`src/rtl/rot_pkg.sv`:
```
package rot_pkg;
  typedef enum logic [1:0] {
    ST_IDLE = 2'd0,
    ST_MAC  = 2'd1,
    ST_FIN  = 2'd2
  } rot_state_e;
endpackage

```
`src/rtl/rot_serial_mac.sv`:
```
// Bit-serial signed multiply, multiplier MSB first (Horner form).
module rot_serial_mac #(
  parameter int CW = 17,
  localparam int AW = 2 * CW
) (
  input  logic                 clk_i,
  input  logic                 rst_ni,
  input  logic                 en_i,
  input  logic                 first_i,
  input  logic                 bit_i,
  input  logic signed [CW-1:0] coef_i,
  output logic signed [AW-1:0] acc_o
);
  logic signed [AW-1:0] coef_x;
  assign coef_x = AW'(coef_i);

  always_ff @(posedge clk_i or negedge rst_ni) begin
    if (!rst_ni) begin
      acc_o <= '0;
    end else if (en_i) begin
      if (first_i) acc_o <= bit_i ? -coef_x : '0;  // sign bit weighs negative
      else         acc_o <= (acc_o <<< 1) + (bit_i ? coef_x : '0);
    end
  end
endmodule

```
`src/rtl/rot_addsub.sv`:
```
// Add or subtract two products, round to nearest, drop N-1 fraction bits.
module rot_addsub #(
  parameter int N  = 16,
  localparam int CW = N + 1,
  localparam int AW = 2 * CW,
  localparam int SW = AW + 1
) (
  input  logic signed [AW-1:0] a_i,
  input  logic signed [AW-1:0] b_i,
  input  logic                 sub_i,
  output logic signed [CW-1:0] res_o
);
  logic signed [SW-1:0] sum, rnd;
  always_comb begin
    sum   = sub_i ? (SW'(a_i) - SW'(b_i)) : (SW'(a_i) + SW'(b_i));
    rnd   = sum + (SW'(1) <<< (N - 2));
    res_o = rnd[N-1 +: CW];
  end
endmodule

```
`src/rtl/step_rotator.sv`:
```
module step_rotator import rot_pkg::*; #(
  parameter int N             = 16,
  parameter bit SHARED_ADDSUB = 1'b0
) (
  input  logic                clk_i,
  input  logic                rst_ni,
  input  logic                start_i,
  input  logic                mode_i,
  input  logic signed [N-1:0] x_i,
  input  logic signed [N-1:0] y_i,
  input  logic signed [N-1:0] z_i,
  input  logic signed [N:0]   cos_step_i,
  input  logic signed [N:0]   sin_step_i,
  output logic signed [N-1:0] x_o,
  output logic signed [N-1:0] y_o,
  output logic signed [N-1:0] z_o,
  output logic                done_o
);
  localparam int CW   = N + 1;
  localparam int AW   = 2 * CW;
  localparam int CNTW = $clog2(CW);

  rot_state_e          state_q;
  logic [CNTW-1:0]     cnt_q;
  logic                upd_q, fresh_q;
  logic signed [N-1:0] z_hold_q;
  logic [CW-1:0]       sa_q, sb_q;
  logic signed [CW-1:0] c_q, s_q;
  logic signed [CW-1:0] r0, r1;
  logic                fin_ready;

  // product units: 0 sa*C, 1 sb*S, 2 sb*C, 3 sa*S
  logic [3:0]           mbit;
  logic signed [CW-1:0] mcoef [4];
  logic signed [AW-1:0] macc  [4];

  assign mbit     = {sa_q[CW-1], sb_q[CW-1], sb_q[CW-1], sa_q[CW-1]};
  assign mcoef[0] = c_q;
  assign mcoef[1] = s_q;
  assign mcoef[2] = c_q;
  assign mcoef[3] = s_q;

  for (genvar g = 0; g < 4; g++) begin : g_mac
    rot_serial_mac #(.CW(CW)) u_mac (
      .clk_i  (clk_i),
      .rst_ni (rst_ni),
      .en_i   (state_q == ST_MAC),
      .first_i(cnt_q == '0),
      .bit_i  (mbit[g]),
      .coef_i (mcoef[g]),
      .acc_o  (macc[g])
    );
  end

  if (SHARED_ADDSUB) begin : g_shared
    logic                 phase_q;
    logic signed [CW-1:0] hold_q, res;
    rot_addsub #(.N(N)) u_as (
      .a_i  (phase_q ? macc[2] : macc[0]),
      .b_i  (phase_q ? macc[3] : macc[1]),
      .sub_i(!phase_q),
      .res_o(res)
    );
    always_ff @(posedge clk_i or negedge rst_ni) begin
      if (!rst_ni) begin
        phase_q <= 1'b0;
        hold_q  <= '0;
      end else if (state_q == ST_FIN) begin
        phase_q <= !phase_q;
        if (!phase_q) hold_q <= res;
      end
    end
    assign r0        = hold_q;
    assign r1        = res;
    assign fin_ready = (state_q == ST_FIN) && phase_q;
  end else begin : g_dual
    rot_addsub #(.N(N)) u_sub (
      .a_i(macc[0]), .b_i(macc[1]), .sub_i(1'b1), .res_o(r0)
    );
    rot_addsub #(.N(N)) u_add (
      .a_i(macc[2]), .b_i(macc[3]), .sub_i(1'b0), .res_o(r1)
    );
    assign fin_ready = (state_q == ST_FIN);
  end

  always_ff @(posedge clk_i or negedge rst_ni) begin
    if (!rst_ni) begin
      state_q  <= ST_IDLE;
      cnt_q    <= '0;
      upd_q    <= 1'b0;
      fresh_q  <= 1'b1;
      z_hold_q <= '0;
      sa_q     <= '0;
      sb_q     <= '0;
      c_q      <= '0;
      s_q      <= '0;
      x_o      <= '0;
      y_o      <= '0;
      z_o      <= '0;
      done_o   <= 1'b0;
    end else begin
      done_o <= 1'b0;
      unique case (state_q)
        ST_IDLE: if (start_i) begin
          upd_q    <= mode_i;
          z_hold_q <= z_i;
          sa_q     <= mode_i ? cos_step_i : CW'(x_i);
          sb_q     <= mode_i ? sin_step_i : CW'(y_i);
          cnt_q    <= '0;
          state_q  <= ST_MAC;
          if (fresh_q) begin  // first use after reset starts at one step
            c_q     <= cos_step_i;
            s_q     <= sin_step_i;
            fresh_q <= 1'b0;
          end
        end
        ST_MAC: begin
          sa_q  <= {sa_q[CW-2:0], 1'b0};
          sb_q  <= {sb_q[CW-2:0], 1'b0};
          cnt_q <= cnt_q + 1'b1;
          if (cnt_q == CNTW'(CW - 1)) state_q <= ST_FIN;
        end
        ST_FIN: if (fin_ready) begin
          state_q <= ST_IDLE;
          done_o  <= 1'b1;
          if (upd_q) begin
            c_q <= r0;
            s_q <= r1;
          end else begin
            x_o <= r0[N-1:0];
            y_o <= r1[N-1:0];
            z_o <= z_hold_q;
          end
        end
        default: state_q <= ST_IDLE;
      endcase
    end
  end
endmodule

```
`config.mk`:
```
export PLATFORM = sky130hd
export DESIGN_NAME = step_rotator
export DESIGN_NICKNAME = d
export VERILOG_FILES = /design/src/rtl/rot_pkg.sv /design/src/rtl/rot_serial_mac.sv /design/src/rtl/rot_addsub.sv /design/src/rtl/step_rotator.sv
export SDC_FILE = /design/constraint.sdc
export NUM_CORES = 1
export LEC_CHECK = 0
export BUFFER_PORTS_ARGS = -buffer_cell sky130_fd_sc_hd__buf_4
export CORE_MARGIN = 2
export CORE_UTILIZATION = 58
export CTS_CLUSTER_SIZE = 14
export DETAILED_ROUTE_END_ITERATION = 16
export PLACE_DENSITY_LB_ADDON = 0.3
export SYNTH_ARGS = -nofsm -noshare
export SYNTH_HDL_FRONTEND = slang
export SYNTH_HIERARCHICAL = 1
export SYNTH_SLANG_ARGS = --single-unit
```
`constraint.sdc`:
```
create_clock -name clk_i -period 5 [get_ports clk_i]
set_clock_uncertainty 0.15 [all_clocks]
set_input_delay 0.5 -clock clk_i [delete_from_list [all_inputs] [get_ports clk_i]]
set_output_delay 0.5 -clock clk_i [all_outputs]
set_load 0.01 [all_outputs]
```
# Word level (Yosys, flattened, before mapping)
# Cells that the tools add are included.
[word_totals]
ff_bits = 270
inputBits = 86
output_inout_bits = 49
[classes]
add_sub_neg = 11
eq_ne = 7
mux = 32
bitwise_logic = 1
reduce_logical = 9
[op_table]
columns = ["operator", "n"]
rows = [
  ["32-bit 2-to-1 mux", 12],
  ["17-bit 2-to-1 mux", 10],
  ["32-bit adder", 5],
  ["17-bit one-hot mux with 2 select lines", 4],
  ["32-bit by 16-bit adder with 32-bit output, second input constant", 2],
  ["32-bit negation", 2],
  ["32-bit subtractor", 1],
  ["5-bit one-hot mux with 2 select lines", 1],
  ["2-bit inequality test, second input constant", 4],
  ["2-bit AND reduction", 4],
  ["5-bit by 1-bit adder with 5-bit output, second input constant", 1],
  ["5-bit == test, second input constant", 1],
  ["5-bit logical NOT", 1],
  ["5-bit 2-to-1 mux", 1],
  ["2-bit 2-to-1 mux", 2],
  ["2-bit one-hot mux with 2 select lines", 1],
  ["4-bit AND reduction", 1],
  ["2-bit nonzero test", 2],
  ["2-bit by 1-bit == test with 1-bit output, second input constant", 1],
  ["2-bit == test, second input constant", 1],
  ["2-bit logical NOT", 1],
  ["1-bit 2-to-1 mux", 1],
  ["1-bit NOT", 1],
]

# Longest topological paths before layout
[logic_depth]
depth_word = 4
mapped_depth = 22
depth_no_buf = 20

# Cells and area by module
# The synthesis kept the hierarchy.
[modules_own_cells]
columns = ["module", "n_inst", "cells_each", "area_per_inst_um2", "seq_area_each_um2"]
rows = [
  ["rot_serial_mac", 4, 449, 3593.4, 850.8],
  ["step_rotator", 1, 443, 6369.9, 3554.7],
  ["rot_addsub", 2, 427, 2813.9, 0.0],
]

# Least setup slack after synthesis
# No wires, ideal clock.
[synth_path]
path_kind = "reg2reg"
start = "register g_mac[3].u_mac.acc_o[7]"
end = "register s_q[16]"
setup_ps = 125
arrival_time_ps = 5095
required_ps = 4725
slack_ps = -370
stages_incl_launch_ff = 22
cell_sequence = "dfrtp_1 nor4_1 nand2b_1 nor3b_1 and2_1 clkbuf_1 a21oi_1 xnor2_1 ha_1 clkbuf_1 a21oi_1 o21ai_0 a21oi_1 mux2i_1 a311oi_2 nand3_2 or4_4 nor3_4 mux2_1 and3_1 mux2_2 mux2_2"
[synth_via]
elab_chain_cells = 4
[synth_rtl]
columns = ["element", "line_no", "rtl"]
rows = [
  ["start: declaration", "rot_serial_mac.sv:12", "output logic signed [AW-1:0] acc_o"],
  ["start signal: assignment", "rot_serial_mac.sv:21", "if (first_i) acc_o <= bit_i ? -coef_x : '0;"],
  ["start signal: assignment", "rot_serial_mac.sv:22", "else acc_o <= (acc_o <<< 1) + (bit_i ? coef_x : '0);"],
  ["32-bit adder", "rot_addsub.sv:15", "sum = sub_i ? (SW'(a_i) - SW'(b_i)) : (SW'(a_i) + SW'(b_i));"],
  ["32-bit by 16-bit adder with 32-bit output", "rot_addsub.sv:16", "rnd = sum + (SW'(1) <<< (N - 2));"],
  ["named net r1[16]", "step_rotator.sv:29", "logic signed [CW-1:0] r0, r1;"],
  ["17-bit 2-to-1 mux", "step_rotator.sv:126", "if (upd_q) begin"],
  ["17-bit one-hot mux with 2 select lines", "step_rotator.sv:103", "unique case (state_q)"],
  ["end signal: assignment", "step_rotator.sv:113", "s_q <= sin_step_i;"],
  ["end signal: assignment", "step_rotator.sv:128", "s_q <= r1;"],
  ["end: declaration", "step_rotator.sv:28", "logic signed [CW-1:0] c_q, s_q;"],
]
# The timed path passes the listed nets, and every way through them passes these cells. The select of a mux whose other input is x is not followed.
# A chain may end at the register's enable or synchronous reset.

# Worst setup path after layout
[layout_path]
start = "register g_mac[3].u_mac.acc_o[7]"
end = "register s_q[14]"
# The elaborated chain is that of the path after synthesis.

==> out/metrics.yaml <==
clock_tree:
  cts_tree: "built"
  numCtsBuffers: 34
  clk_pin_slew_ns: 0.06
  cts_buffer_depth: 3
  h-tree-depth: 2
  insertion_delay_ns: 0.57
  numClockSinks: 270
  cts_root_buf: "clkbuf_16"
floorplanning:
  die-area_um2: 45800
  coreArea_um2: 43300
  pin_count: 135
  start_util_pct: 59.1
  rows: 76
  die_x_um: 214
  die_h_um: 214
finish:
  fin_util_pct: 68.8
  layout_common_cells: "304 x buf_4, 269 x dfrtp_1, 236 x nor2_1, 227 x a21oi_1, 204 x xnor2_1"
  final_common_cell: "buf_4"
  syn_to_final_growth_pct: 16.3
  multi_input_area_um2: 18200
  layout-drive-gt1-share_pct: 21.3
  fillCellCount: 3485
  fin_cells: 3802
  antennaDiodeCount: 0
  nets: 3415
  regArea_um2: 6760
yosys:
  mappedNetlistArea_um2: 25600
  syn_avg_cell_area_um2: 8.54
  ys_warn_count: 6
  synthCells: 2997
grt:
  grt_pass1_wl_mm: 133
  grt_use_total_pct: 35.7
  met3_usage_pct: 5.25
  top_usage_layer: "met2"
  gr-total-overflow: 0
  antenna_found_initial: 0
  grt_use_met2_pct: 61.3
  grt_pass1_vias: 24700
  grt_max_degree: 101
  grt_util_met1_pct: 42.4
timing:
  report.final.slew_viol_count: 0
  relSlewSlack_pct: 15.0
  hold_slack_ns: 0.0152
  fmax_ghz: 0.194
  layout_setup_ws_ns: -0.168
  fin_crit_ns: 5.17
  finalCritPeriodShare_pct: 103
  rsz0062_at_grt: "true"
  hold_viol_final: 0
  setup_viol: 6
  tightest_slew_ns: 1.28
detailed_routing:
  first_pass_iters: 6
  ant_nets: 0
  wl_per_cell_um: 22.2
  drt-total-wl_mm: 84.2
  drc_errors: 0
  drt_iter0_markers: 2233
  num_vias: 24900
  vias_per_cell: 6.56
outcome:
  violations: "negative setup slack"
  outcome: "finished with violations"
worst_hold_path:
  hold_class: "in2reg"
worst_setup_path:
  crit_required_ns: 5.30
  worstPathMaxFanout: 4
  crit_path_frequent_cell: "mux2_4"
  crit_arrival_ns: 5.47
  crit_path_max_incr_delay_ns: 0.57
  worst_setup_path_start_kind: "flop"
  cp-end-kind: "flop"
  path_class: "reg2reg"
  cpMaxStageDelayCell: "or4_4"
  worstPathCellList: "nor4_4, nand2b_1, buf_6, nor3_4, and2_4, a21oi_4, xnor2_1, ha_1, a21oi_2, o21ai_2, or2_1, mux2_4, a311oi_4, nand3_2, or4_4, nor3_4, buf_6, nand4_1, xnor2_1, mux2_4, mux2_4"
placement:
  dp_hpwl_mm: 62.4
  portBuffers: 134
  dpl_worst_slack_ns: -0.312
  dp.cells: 3721
  gp_congestion: 0.959
run:
  drv_cap: 0
## through the flow
| step | area, um2 | setup TNS, ns |
|---|---|---|
| 6_report | 29800 | -0.621 |
| 5_1_grt | 29800 | -2.30 |
| 4_1_cts | 29300 | -0.0694 |
| 3_5_place_dp | 28000 | -0.802 |
| 3_3_place_gp | 28000 | -0.258 |
| 2_1_floorplan | 25600 | -0.0725 |
## sequential cells by signal, indices dropped and copies added (netlist names)
name / cells
z_hold_q: 16
sa_q: 17
g_mac.u_mac/acc_o: 128
s_q: 17
x_o: 16
y_o: 16
z_o: 16
sb_q: 17
fresh_q: 1
c_q: 17
state_q: 2
done_o: 1
cnt_q: 5
upd_q: 1
## worst max-delay path: cells and delay by family (launching register included)
kind                     cells  cell delay, ns
AO/OA/AOI/OAI                4            0.58
XOR/XNOR                     2            0.32
buffers and inverters        2            0.31
adder cells (fa/ha/maj)      1            0.33
flip-flops                   1            0.40
AND/OR/NAND/NOR              9            2.11
multiplexers                 3            0.88
## worst paths after layout
check                      cells after the start                       end  slack (ns)               startpoint
max reg2reg                                   21                   s_q[14]       -0.17  g_mac[3].u_mac/acc_o[7]
min in group asynchronous                      2  g_mac[1].u_mac/acc_o[23]        0.39                   rst_ni
min reg2reg                                    1                   fresh_q        0.34                  fresh_q
max in group asynchronous                      3                   fresh_q        3.28                   rst_ni
min                                            2               z_hold_q[0]        0.02                   z_i[0]
max                                           21                   s_q[14]       -0.17  g_mac[3].u_mac/acc_o[7]
## area by class of cell
cell class / count / share of cell area [%]
multi-input combinational: 2475 / 61.1
timing repair buffer: 325 / 8.57
clock buffer: 38 / 3.01
tap: 585 / 2.46
sequential: 270 / 22.7
inverter: 85 / 1.09
clock inverter: 24 / 1.05
## what timing repair did
item | CTS | global route
hold buffers | 6 | 0
setup buffers | 3 | 11
endpoints found under the hold margin | 90 | 0
pin swaps | 5 | 26
resized for setup | 18 | 69
endpoints found under the setup margin | 7 | 17
## metal layers
layer	wire length, um	vias to the layer above	part of all wire (%)
met3	5500	313	6.5
met2	40600	1088	48
met4	5520	0	6.6
met1	32600	12100	39
li1	-	11500	-
met5	0	-	0
Power is not shown: default switching activity piles up to over one toggle a cycle in this logic, so the estimate is an artifact.
